==> src/rtl/cwf_fill_buffer.sv <==
module cwf_fill_buffer #(
  parameter int ADDR_W     = 32,
  parameter int LINE_BYTES = 32,
  parameter int BEAT_BYTES = 8
) (
  input  logic                                   clk,
  input  logic                                   rst_n,
  input  logic                                   miss_valid,
  output logic                                   miss_ready,
  input  logic [ADDR_W-$clog2(LINE_BYTES)-1:0]   miss_line,
  input  logic [$clog2(LINE_BYTES/BEAT_BYTES)-1:0] miss_word,
  output logic                                   mem_req_valid,
  input  logic                                   mem_req_ready,
  output logic [ADDR_W-1:0]                      mem_req_addr,
  input  logic                                   mem_rsp_valid,
  input  logic [BEAT_BYTES*8-1:0]                mem_rsp_data,
  output logic                                   core_data_valid,
  output logic [BEAT_BYTES*8-1:0]                core_data,
  output logic [LINE_BYTES/BEAT_BYTES-1:0]       fill_mask,
  output logic                                   fill_we,
  output logic [ADDR_W-1:0]                      fill_addr,
  output logic [LINE_BYTES*8-1:0]                fill_data
);
  localparam int BEATS    = LINE_BYTES / BEAT_BYTES;
  localparam int IDX_W    = $clog2(BEATS);
  localparam int OFS_W    = $clog2(LINE_BYTES);
  localparam int BOFS_W   = $clog2(BEAT_BYTES);
  localparam int BEAT_W   = BEAT_BYTES * 8;
  localparam int LINE_A_W = ADDR_W - OFS_W;

  typedef enum logic [1:0] {S_IDLE, S_REQ, S_FILL, S_WRITE} state_t;

  state_t              st;
  logic [LINE_A_W-1:0] line_q;
  logic [IDX_W-1:0]    crit_q;
  logic [IDX_W-1:0]    nxt_q;
  logic [BEATS-1:0]    mask_q;
  logic                early_v;
  logic [BEAT_W-1:0]   early_d;
  logic [BEAT_W-1:0]   buf_q [BEATS];

  logic                take_beat;
  logic [BEATS-1:0]    hit_vec;
  logic [BEATS-1:0]    mask_nx;

  assign take_beat = (st == S_FILL) && mem_rsp_valid;
  assign hit_vec   = BEATS'(1) << nxt_q;
  assign mask_nx   = mask_q | hit_vec;

  assign miss_ready      = (st == S_IDLE);
  assign mem_req_valid   = (st == S_REQ);
  assign mem_req_addr    = {line_q, crit_q, {BOFS_W{1'b0}}};
  assign core_data_valid = early_v;
  assign core_data       = early_d;
  assign fill_mask       = mask_q;
  assign fill_we         = (st == S_WRITE);
  assign fill_addr       = {line_q, {OFS_W{1'b0}}};

  for (genvar i = 0; i < BEATS; i++) begin : g_line
    assign fill_data[i*BEAT_W +: BEAT_W] = buf_q[i];
  end

  always_ff @(posedge clk or negedge rst_n) begin
    if (!rst_n) begin
      st      <= S_IDLE;
      line_q  <= '0;
      crit_q  <= '0;
      nxt_q   <= '0;
      mask_q  <= '0;
      early_v <= 1'b0;
      early_d <= '0;
    end else begin
      early_v <= 1'b0;
      case (st)
        S_IDLE: if (miss_valid) begin
          line_q <= miss_line;
          crit_q <= miss_word;
          nxt_q  <= miss_word;
          mask_q <= '0;
          st     <= S_REQ;
        end
        S_REQ: if (mem_req_ready) st <= S_FILL;
        S_FILL: if (mem_rsp_valid) begin
          mask_q <= mask_nx;
          nxt_q  <= nxt_q + 1'b1;
          if (mask_q == '0) begin
            early_v <= 1'b1;
            early_d <= mem_rsp_data;
          end
          if (&mask_nx) st <= S_WRITE;
        end
        default: begin
          mask_q <= '0;
          st     <= S_IDLE;
        end
      endcase
    end
  end

  always_ff @(posedge clk) begin
    if (take_beat) buf_q[nxt_q] <= mem_rsp_data;
  end

  AST_EARLY_PULSE: assert property (@(posedge clk) disable iff (!rst_n)
    core_data_valid |=> !core_data_valid);
  AST_WE_FULL: assert property (@(posedge clk) disable iff (!rst_n)
    fill_we |-> (&fill_mask));
  AST_WE_PULSE: assert property (@(posedge clk) disable iff (!rst_n)
    fill_we |=> (!fill_we && miss_ready && fill_mask == '0));
  AST_MASK_GROW: assert property (@(posedge clk) disable iff (!rst_n)
    take_beat |=> ($countones(fill_mask) == $countones($past(fill_mask)) + 1));
  AST_REQ_HOLD: assert property (@(posedge clk) disable iff (!rst_n)
    (mem_req_valid && !mem_req_ready) |=> (mem_req_valid && $stable(mem_req_addr)));
  AST_BUSY_HOLD: assert property (@(posedge clk) disable iff (!rst_n)
    (!miss_ready && !fill_we) |=> $stable(fill_addr));
endmodule

==> config.mk <==
export PLATFORM = sky130hd
export DESIGN_NAME = cwf_fill_buffer
export DESIGN_NICKNAME = d
export VERILOG_FILES = /design/src/rtl/cwf_fill_buffer.sv
export SDC_FILE = /design/constraint.sdc
export NUM_CORES = 1
export LEC_CHECK = 0
export CORE_MARGIN = 10
export CORE_UTILIZATION = 41
export CTS_CLUSTER_DIAMETER = 200
export CTS_CLUSTER_SIZE = 28
export DETAILED_ROUTE_END_ITERATION = 12
export PLACE_DENSITY = 0.87
export SETUP_SLACK_MARGIN = 0.2
export SLEW_MARGIN = 20
export SYNTH_ARGS = -nofsm -noshare
export SYNTH_HDL_FRONTEND = slang
export SYNTH_SLANG_ARGS = --single-unit
==> constraint.sdc <==
create_clock -name clk -period 5.3 [get_ports clk]
set_input_delay 1.59 -clock clk [delete_from_list [all_inputs] [get_ports clk]]
set_output_delay 1.59 -clock clk [all_outputs]
set_load 0.05 [all_outputs]
# After elaboration in Yosys (flattened, before gate mapping)
# Memories as Yosys holds them, arrays and structs flattened.
# Cells that the tools add are included.
# Widths: inputs -> output; s select.
dict set report word_totals {
  ram_bits 256
  output_inout_bits 392
  memories 1
  word_cells 45
  reg_bits 102
  input_bits 98
}
# memory depth width read_ports rd_ports_with_merged_regs write_ports line
set memory_table {}
lappend memory_table {buf_q 4 64 4 0 1 40} ;# logic [BEAT_W-1:0] buf_q [BEATS];
dict set report op_classes {
  n_eq_ne 7
  reduce_logical 10
  n_mux 16
  n_shift 1
  n_bitwise 2
  add_sub_neg 1
}
# op count
set op_table {}
lappend op_table {{$mux 2} 6}
lappend op_table {{$pmux 4 s3} 1}
lappend op_table {{$reduce_and 3->1} 3}
lappend op_table {{$mux 4} 2}
lappend op_table {{$reduce_and 4->1} 2}
lappend op_table {{$pmux 2 s3} 1}
lappend op_table {{$mux 1} 5}
lappend op_table {{$eq 2x2->1 const B} 2}
lappend op_table {{$logic_not 4->1} 1}
lappend op_table {{$ne 2x1->1 const B} 2}
lappend op_table {{$ne 2x2->1 const B} 2}
lappend op_table {{$or 4x4->4} 1}
lappend op_table {{$pmux 2 s2} 1}
lappend op_table {{$shl 1x2->4 const A} 1}
lappend op_table {{$add 2x1->2 const B} 1}
lappend op_table {{$eq 2x1->1 const B} 1}
lappend op_table {{$logic_not 2->1} 1}
lappend op_table {{$reduce_and 2->1} 1}
lappend op_table {{$reduce_bool 2->1} 1}
lappend op_table {{$logic_and 1x1->1} 1}
lappend op_table {{$not 1->1} 1}

# Longest topological paths before layout
# Gate-level depths: netlist of the first run.
dict set report depth {
  word_depth 6
  ltp_mapped 7
  mapped_depth_nobuf 6
}

# Worst setup path after synthesis of the first run
# Ideal clock, no wire load.
dict set report synth_path {
  kind {input to register}
  startpoint {in mem_rsp_valid}
  endpoint {mem buf_q[0][0] (netlist bit) (enable)}
  stages 1
  setup_ns 0.429
  setup_slack_ns 1.722
  required_ns 4.871
  arrival_ns 3.148
  path_cell_list {and3_1}
}
dict set report synth_between {
  elab_chain_cells 3
}
# item line
set synth_rtl {}
lappend synth_rtl {{start, declared} 15} ;# input logic mem_rsp_valid,
lappend synth_rtl {{$logic_and 1x1->1} 46} ;# assign take_beat = (st == S_FILL) && mem_rsp_valid;
lappend synth_rtl {{$mux 1} 101} ;# if (take_beat) buf_q[nxt_q] <= mem_rsp_data;
lappend synth_rtl {{$mux 1 (implied by the code)} 101}
lappend synth_rtl {{end, declared} 40}
# Every way passes these cells.

# Worst setup path in the final report of the first run
dict set report layout_path {
  startpoint {reg st[1]}
  endpoint {out mem_req_valid}
}
dict set report layout_between {
  elab_chain_cells 1
}
# item line
set layout_rtl {}
lappend layout_rtl {{start, declared} 33} ;# state_t st;
lappend layout_rtl {{start signal, assigned} 65} ;# st <= S_IDLE;
lappend layout_rtl {{start signal, assigned} 80} ;# st <= S_REQ;
lappend layout_rtl {{start signal, assigned} 82} ;# S_REQ: if (mem_req_ready) st <= S_FILL;
lappend layout_rtl {{$eq 2x1->1} 51} ;# assign mem_req_valid = (st == S_REQ);
lappend layout_rtl {{end, declared} 12} ;# output logic mem_req_valid,
# Every way passes these cells.

==> impl_metrics.env, run 1 <==
export IMPL_worstPathRequired_ns=3.71
export IMPL_synthToLayoutAreaGrowth_pct=45.3
export IMPL_power_leakage_nw=6.53
export IMPL_critPathBufInv=2
export IMPL_cts_buffers=16
export IMPL_crit_start="st[1]$_DFFE_PN0P_"
export IMPL_cp_end_kind="output port"
export IMPL_path_max_fanout=5
export IMPL_post_cts_buffers=0
export IMPL_syn_inst=546
export IMPL_viasPerCell=4.72
export IMPL_clockRootBuffer="clkbuf_16"
export IMPL_die_width_um=192
export IMPL_wl_per_cell_um=24.7
export IMPL_final_max_slew_violation_count=0
export IMPL_timing_final_ws_setup_ns=1.54
export IMPL_cp_endpoint="mem_req_valid"
export IMPL_clk_latency_ns=0.52
export IMPL_clkSinkCount=358
export IMPL_ctsHoldBuffers=0
export IMPL_cts_tree="done"
export IMPL_rows=63
export IMPL_drc=0
export IMPL_io_buffers=481
export IMPL_status="complete, no violations"
export IMPL_routed_wl_mm=34.8
export IMPL_r2r_start="st[0]$_DFFE_PN0P_"
export IMPL_dieArea_um2=37000
export IMPL_gp_congestion=0.766
export IMPL_p_per_area_nw_per_um2=580
export IMPL_critPathKind="register to output port"
export IMPL_clk_pin_slew_ns=0.11
export IMPL_grt_usage_pct=17.6
export IMPL_path_delay_family="buffers and inverters"
export IMPL_hold_violations=0
export IMPL_worst_hold_slack_ns=0.515
export IMPL_yosys_register_bits=358
export IMPL_htree_levels=1
export IMPL_cp_depth=3
export IMPL_cap_violations=0
export IMPL_finalSetupTns_ns=0
export IMPL_yosysSeqAreaShare_pct=84.1
export IMPL_drt_pass1_iterations=4
export IMPL_grt_pass1_vias=7255
export IMPL_io_pins=490
export IMPL_grt_pass1_wl_mm=48.9
export IMPL_initial_utilization_pct=41.3
export IMPL_ctsResizeCount=0
export IMPL_antenna_left=0
export IMPL_post_place_ws_ns=1.55
export IMPL_maxSlewHeadroom_pct=31.0
export IMPL_hold_class="register to register"
export IMPL_syn_area_um2=12200
export IMPL_clk_path_buf_depth=3
export IMPL_seq_area_um2=10200
export IMPL_skew_ns=0.0345
export IMPL_drt_iter0_drc=424
export IMPL_multiInputGateArea_um2=1610
export IMPL_grt_max_degree=65
export IMPL_synth_avg_cell_area_um2=22.3
export IMPL_utilization_pct=60.0
export IMPL_fmax_mhz=266
export IMPL_ys_warn_count=0
export IMPL_rsz0062_at_grt="false"
export IMPL_arrival_ns=2.17
export IMPL_crit_slowest_cell="clkdlybuf4s50_1"
export IMPL_drive_gt1_share_pct=12.1
export IMPL_startpoint_type="register"
export IMPL_crit_chain="inv_1 > ha_1 > clkdlybuf4s50_1"
export IMPL_vias=6652
export IMPL_nets=1115
export IMPL_core_um2=29500
export IMPL_antenna_found_initial=1
export IMPL_fin_cells=1409
export IMPL_fin_crit_ns=3.76
export IMPL_placedCellCount=1380
export IMPL_die_h_um=192
export IMPL_setup_viol=0
export IMPL_irDropWorstVdd_mv=0.569
export IMPL_timing_final_crit_share_pct=70.9
export IMPL_synthDistinctLibCells=24
export IMPL_critical_path_max_stage_delay_ns=0.84
export IMPL_worst_r2r_endpoint="core_data[43]$_DFFE_PN0P_"
export IMPL_fillers=2113
export IMPL_grt_overflow=0
export IMPL_max_slew_worst_pin_slew_ns=1.03
export IMPL_r2r_slack_ns=2.81
export IMPL_dp_hpwl_mm=25.9
export IMPL_reg2reg_depth=5
[cell usage in the layout, fill, tap and decap left out, types with 2 or more instances in the layout]
master / instances
a21oi_1: 4
and3_4: 4
buf_4: 2
clkbuf_1: 10
clkbuf_16: 17
clkdlybuf4s50_1: 480
conb_1: 8
dfrtp_1: 102
edfxtp_1: 256
ha_1: 9
inv_1: 9
mux2_2: 46
mux2_4: 49
mux2i_1: 4
nor2_1: 7
[state kept, by name, summed over array words and instances, names as in the netlist]
signal	count
buf_q	256
core_data	64
line_q	27
fill_mask	4
crit_q	2
nxt_q	2
st	2
core_data_valid	1
[synthesized netlist by cell type]
cell type  count  share of area [%]
edfxtp_1     256                 63
dfrtp_1      102                 21
mux2_4        49                6.0
mux2_2        46                4.3
buf_4         36                2.2
ha_1           9               0.93
inv_1          9               0.28
nor2_1         7               0.22
buf_6          5               0.46
a21oi_1        4               0.16
and3_1         4               0.21
buf_2          4               0.16
mux2i_1        4               0.33
a221o_1        1              0.082
clkbuf_1       1              0.031
conb_1         1              0.031
nand2_1        1              0.031
nand3_1        1              0.041
nor3_1         1              0.041
nor4_1         1              0.051
o221a_2        1              0.093
o221ai_1       1              0.072
o22a_1         1              0.072
o22ai_1        1              0.051
[power by group]
group	switching (mW)	internal, mW
clock network	0.805	0.610
logic	3.20	1.67
registers	0.338	3.62
[metal layers]
metal | track usage, % | wire length [µm] | vias up | share of wire, %
met5 | 0 | 0 | - | 0
met4 | 4.92 | 739 | 0 | 2.1
met3 | 7.75 | 4350 | 38 | 13
met2 | 31.1 | 17700 | 397 | 51
met1 | 18.8 | 12000 | 3294 | 34
li1 | - | - | 2923 | -
[layout make-up]
type                            instances  area share [%]
Sequential cell                       358            57.9
Timing Repair Buffer                  483            27.4
Multi-Input combinational cell        140            9.09
Tap cell                              390            2.76
Clock buffer                           27            2.62
Inverter                                9           0.191
Clock inverter                          1          0.0495
Antenna cell                            1          0.0142
[how the worst min path moves through the flow]
stage / from / to / slack [ns] / cells after the start
3_3_place_gp: core_data[0]$_DFFE_PN0P_ / core_data[0]$_DFFE_PN0P_ / 0.49 / 1
5_1_grt: core_data[53]$_DFFE_PN0P_ / core_data[53]$_DFFE_PN0P_ / 0.54 / 1
2_1_floorplan: st[1]$_DFFE_PN0P_ / st[1]$_DFFE_PN0P_ / 0.56 / 1
6_report: core_data[33]$_DFFE_PN0P_ / core_data[33]$_DFFE_PN0P_ / 0.52 / 1
4_1_cts: core_data[33]$_DFFE_PN0P_ / core_data[33]$_DFFE_PN0P_ / 0.52 / 1
3_5_place_dp: core_data[33]$_DFFE_PN0P_ / core_data[33]$_DFFE_PN0P_ / 0.49 / 1
[kinds of logic after synthesis]
logic type	after synthesis	share of synthesized area, %
AO/OA/AOI/OAI	9	0.535
multiplexers	99	10.6
flip-flops	358	84.1
AND/OR/NAND/NOR	15	0.586
adder cells (fa/ha/maj)	9	0.925
other	1	0.0308
buffers and inverters	55	3.16
[per-stage QoR]
stage	area (µm²)	power, mW
2_1_floorplan	12200	7.28
3_3_place_gp	17200	8.83
3_5_place_dp	17200	8.93
4_1_cts	17700	10.3
5_1_grt	17700	10.6
6_report	17700	10.2
No activity file was read; power rests on OpenSTA's default activity.
==> run 2, diff against run 1 <==
==> constraint.sdc (replaced) <==
create_clock -name clk -period 3.8 [get_ports clk]
set_input_delay 1.14 -clock clk [delete_from_list [all_inputs] [get_ports clk]]
set_output_delay 1.14 -clock clk [all_outputs]
set_load 0.05 [all_outputs]
==> run 2 against run 1 <==
Compared with the run above: clock power rose by 39%; first-iteration DRC count rose by 2.6%; final area rose by 0.69%; register-to-register slack got worse by 1.3 ns.
==> impl_metrics.env, run 2 (synthesis results as in run 1) <==
export IMPL_critPathKind="register to output port"
export IMPL_grt_max_degree=65
export IMPL_max_slew_worst_pin_slew_ns=0.625
export IMPL_synthToLayoutAreaGrowth_pct=46.3
export IMPL_mostFrequentLayoutCells="clkdlybuf4s50_1, edfxtp_1, dfrtp_1"
export IMPL_min_from="core_data[59]$_DFFE_PN0P_"
export IMPL_die_h_um=192
export IMPL_utilization_pct=60.4
export IMPL_worstPathRequired_ns=2.66
export IMPL_met3WireLength_mm=4.35
export IMPL_cp_end_kind="output port"
export IMPL_routed_wl_mm=35.0
export IMPL_grt_pass1_wl_mm=49.4
export IMPL_power_leakage_nw=6.59
export IMPL_wl_met2_mm=17.9
export IMPL_timing_final_crit_share_pct=86.3
export IMPL_crit_slowest_cell="clkdlybuf4s50_1"
export IMPL_fin_crit_ns=3.28
export IMPL_largest_register_ffs=256
export IMPL_ctsResizeCount=0
export IMPL_clk_latency_ns=0.51
export IMPL_timing_final_ws_setup_ns=0.521
export IMPL_drt_pass1_iterations=5
export IMPL_vias=6687
export IMPL_grt_overflow=0
export IMPL_finalPower_mw=14.3
export IMPL_critPathBufInv=2
export IMPL_top_layer_used="met4"
export IMPL_skew_ns=0.0184
export IMPL_antenna_found_initial=0
export IMPL_p_per_area_nw_per_um2=804
export IMPL_layout_cells_most_common="clkdlybuf4s50_1"
export IMPL_final_area_um2=17800
export IMPL_fin_cells=1415
export IMPL_maxSlewHeadroom_pct=58.3
export IMPL_cts_buffers=16
export IMPL_placed_area_um2=17300
export IMPL_num_antenna_cells=0
export IMPL_nets=1122
export IMPL_irDropWorstVdd_mv=0.740
export IMPL_hold_class="register to register"
export IMPL_critical_path_max_stage_delay_ns=0.84
export IMPL_finalSetupTns_ns=0
export IMPL_drive_gt1_share_pct=12.6
export IMPL_clkSinkCount=358
export IMPL_htree_levels=1
export IMPL_initial_utilization_pct=41.3
export IMPL_drc=0
export IMPL_worst_hold_slack_ns=0.514
export IMPL_placedCellCount=1387
export IMPL_clk_path_buf_depth=3
export IMPL_setup_viol=0
export IMPL_gp_congestion=0.809
export IMPL_grt_pass1_vias=7208
export IMPL_r2r_start="st[0]$_DFFE_PN0P_"
export IMPL_cap_violations=0
export IMPL_dp_hpwl_mm=26.7
export IMPL_grt_usage_pct=17.9
export IMPL_post_cts_buffers=0
export IMPL_io_buffers=481
export IMPL_status="complete, no violations"
export IMPL_core_um2=29500
export IMPL_clockRootBuffer="clkbuf_16"
export IMPL_drt_iter0_drc=435
export IMPL_clk_pin_slew_ns=0.11
export IMPL_viasPerCell=4.73
export IMPL_rows=63
export IMPL_wl_met1_mm=12.1
export IMPL_hold_violations=0
export IMPL_fmax_mhz=305
export IMPL_antenna_left=0
export IMPL_wl_per_cell_um=24.7
export IMPL_dieArea_um2=37000
export IMPL_crit_start="st[0]$_DFFE_PN0P_"
export IMPL_ctsHoldBuffers=0
export IMPL_path_max_fanout=5
export IMPL_top_register="buf_q"
export IMPL_arrival_ns=2.14
export IMPL_cts_tree="done"
export IMPL_path_delay_family="buffers and inverters"
export IMPL_post_place_ws_ns=0.722
export IMPL_startpoint_type="register"
export IMPL_rsz0062_at_grt="false"
export IMPL_die_width_um=192
export IMPL_final_max_slew_violation_count=0
export IMPL_crit_chain="inv_1 > ha_1 > clkdlybuf4s50_1"
export IMPL_io_pins=490
run 2: changes by cell type in the layout (fill, tap and decap cells not counted), sizes merged:
cell | previous run | this run
buf | 3 | 10
diode | 1 | 0
run 2: metal layers:
metal	GRT usage, %	vias to the layer above
met4	4.08	0
met1	19.5	3350
met5	0	-
met2	31.8	374
met3	7.43	37
li1	-	2926
run 2: final cells by class:
cell class / instances / area, µm²
clock buffers: 27 / 463
well taps: 390 / 488
clock inverters: 1 / 8.76
repair buffers: 490 / 4970
flip-flops and latches: 358 / 10200
multi-input cells: 140 / 1610
inverters: 9 / 33.8
fillers: 2105 / 11700
run 2: worst paths after layout:
check,end,slack (ns),cells after the start
hold / removal,core_data[59]$_DFFE_PN0P_,0.51,1
min in group asynchronous,crit_q[1]$_DFFE_PN0P_,0.61,1
max in group asynchronous,core_data[19]$_DFFE_PN0P_,2.38,2
hold reg to reg,core_data[59]$_DFFE_PN0P_,0.51,1
setup reg to reg,buf_q[0][54]$_DFFE_PP_,1.55,4
setup / recovery,miss_ready,0.52,3
run 2: worst reg2reg max path, cell delays in order (launching register included):
cell	delay [ns]
dfrtp_1	0.44
inv_1	0.12
ha_1	0.44
and3_4	0.58
buf_12	0.34
run 2: where the power goes:
part           internal (mW)  leakage (nW)  switching [mW]
sequential              5.05          3.54           0.477
combinational           2.37          2.83            4.46
clock                  0.851         0.225            1.12
total                   8.26          6.59            6.05
==> run 3, diff against run 2 <==
--- a/config.mk
+++ b/config.mk
@@ -5,6 +5,7 @@
 export SDC_FILE = /design/constraint.sdc
 export NUM_CORES = 1
 export LEC_CHECK = 0
+export CAP_MARGIN = 20
 export CORE_MARGIN = 10
 export CORE_UTILIZATION = 41
 export CTS_CLUSTER_DIAMETER = 200
==> results of run 3 <==
Same layout as run 2: the final DEF is identical, and so are final timing and power.
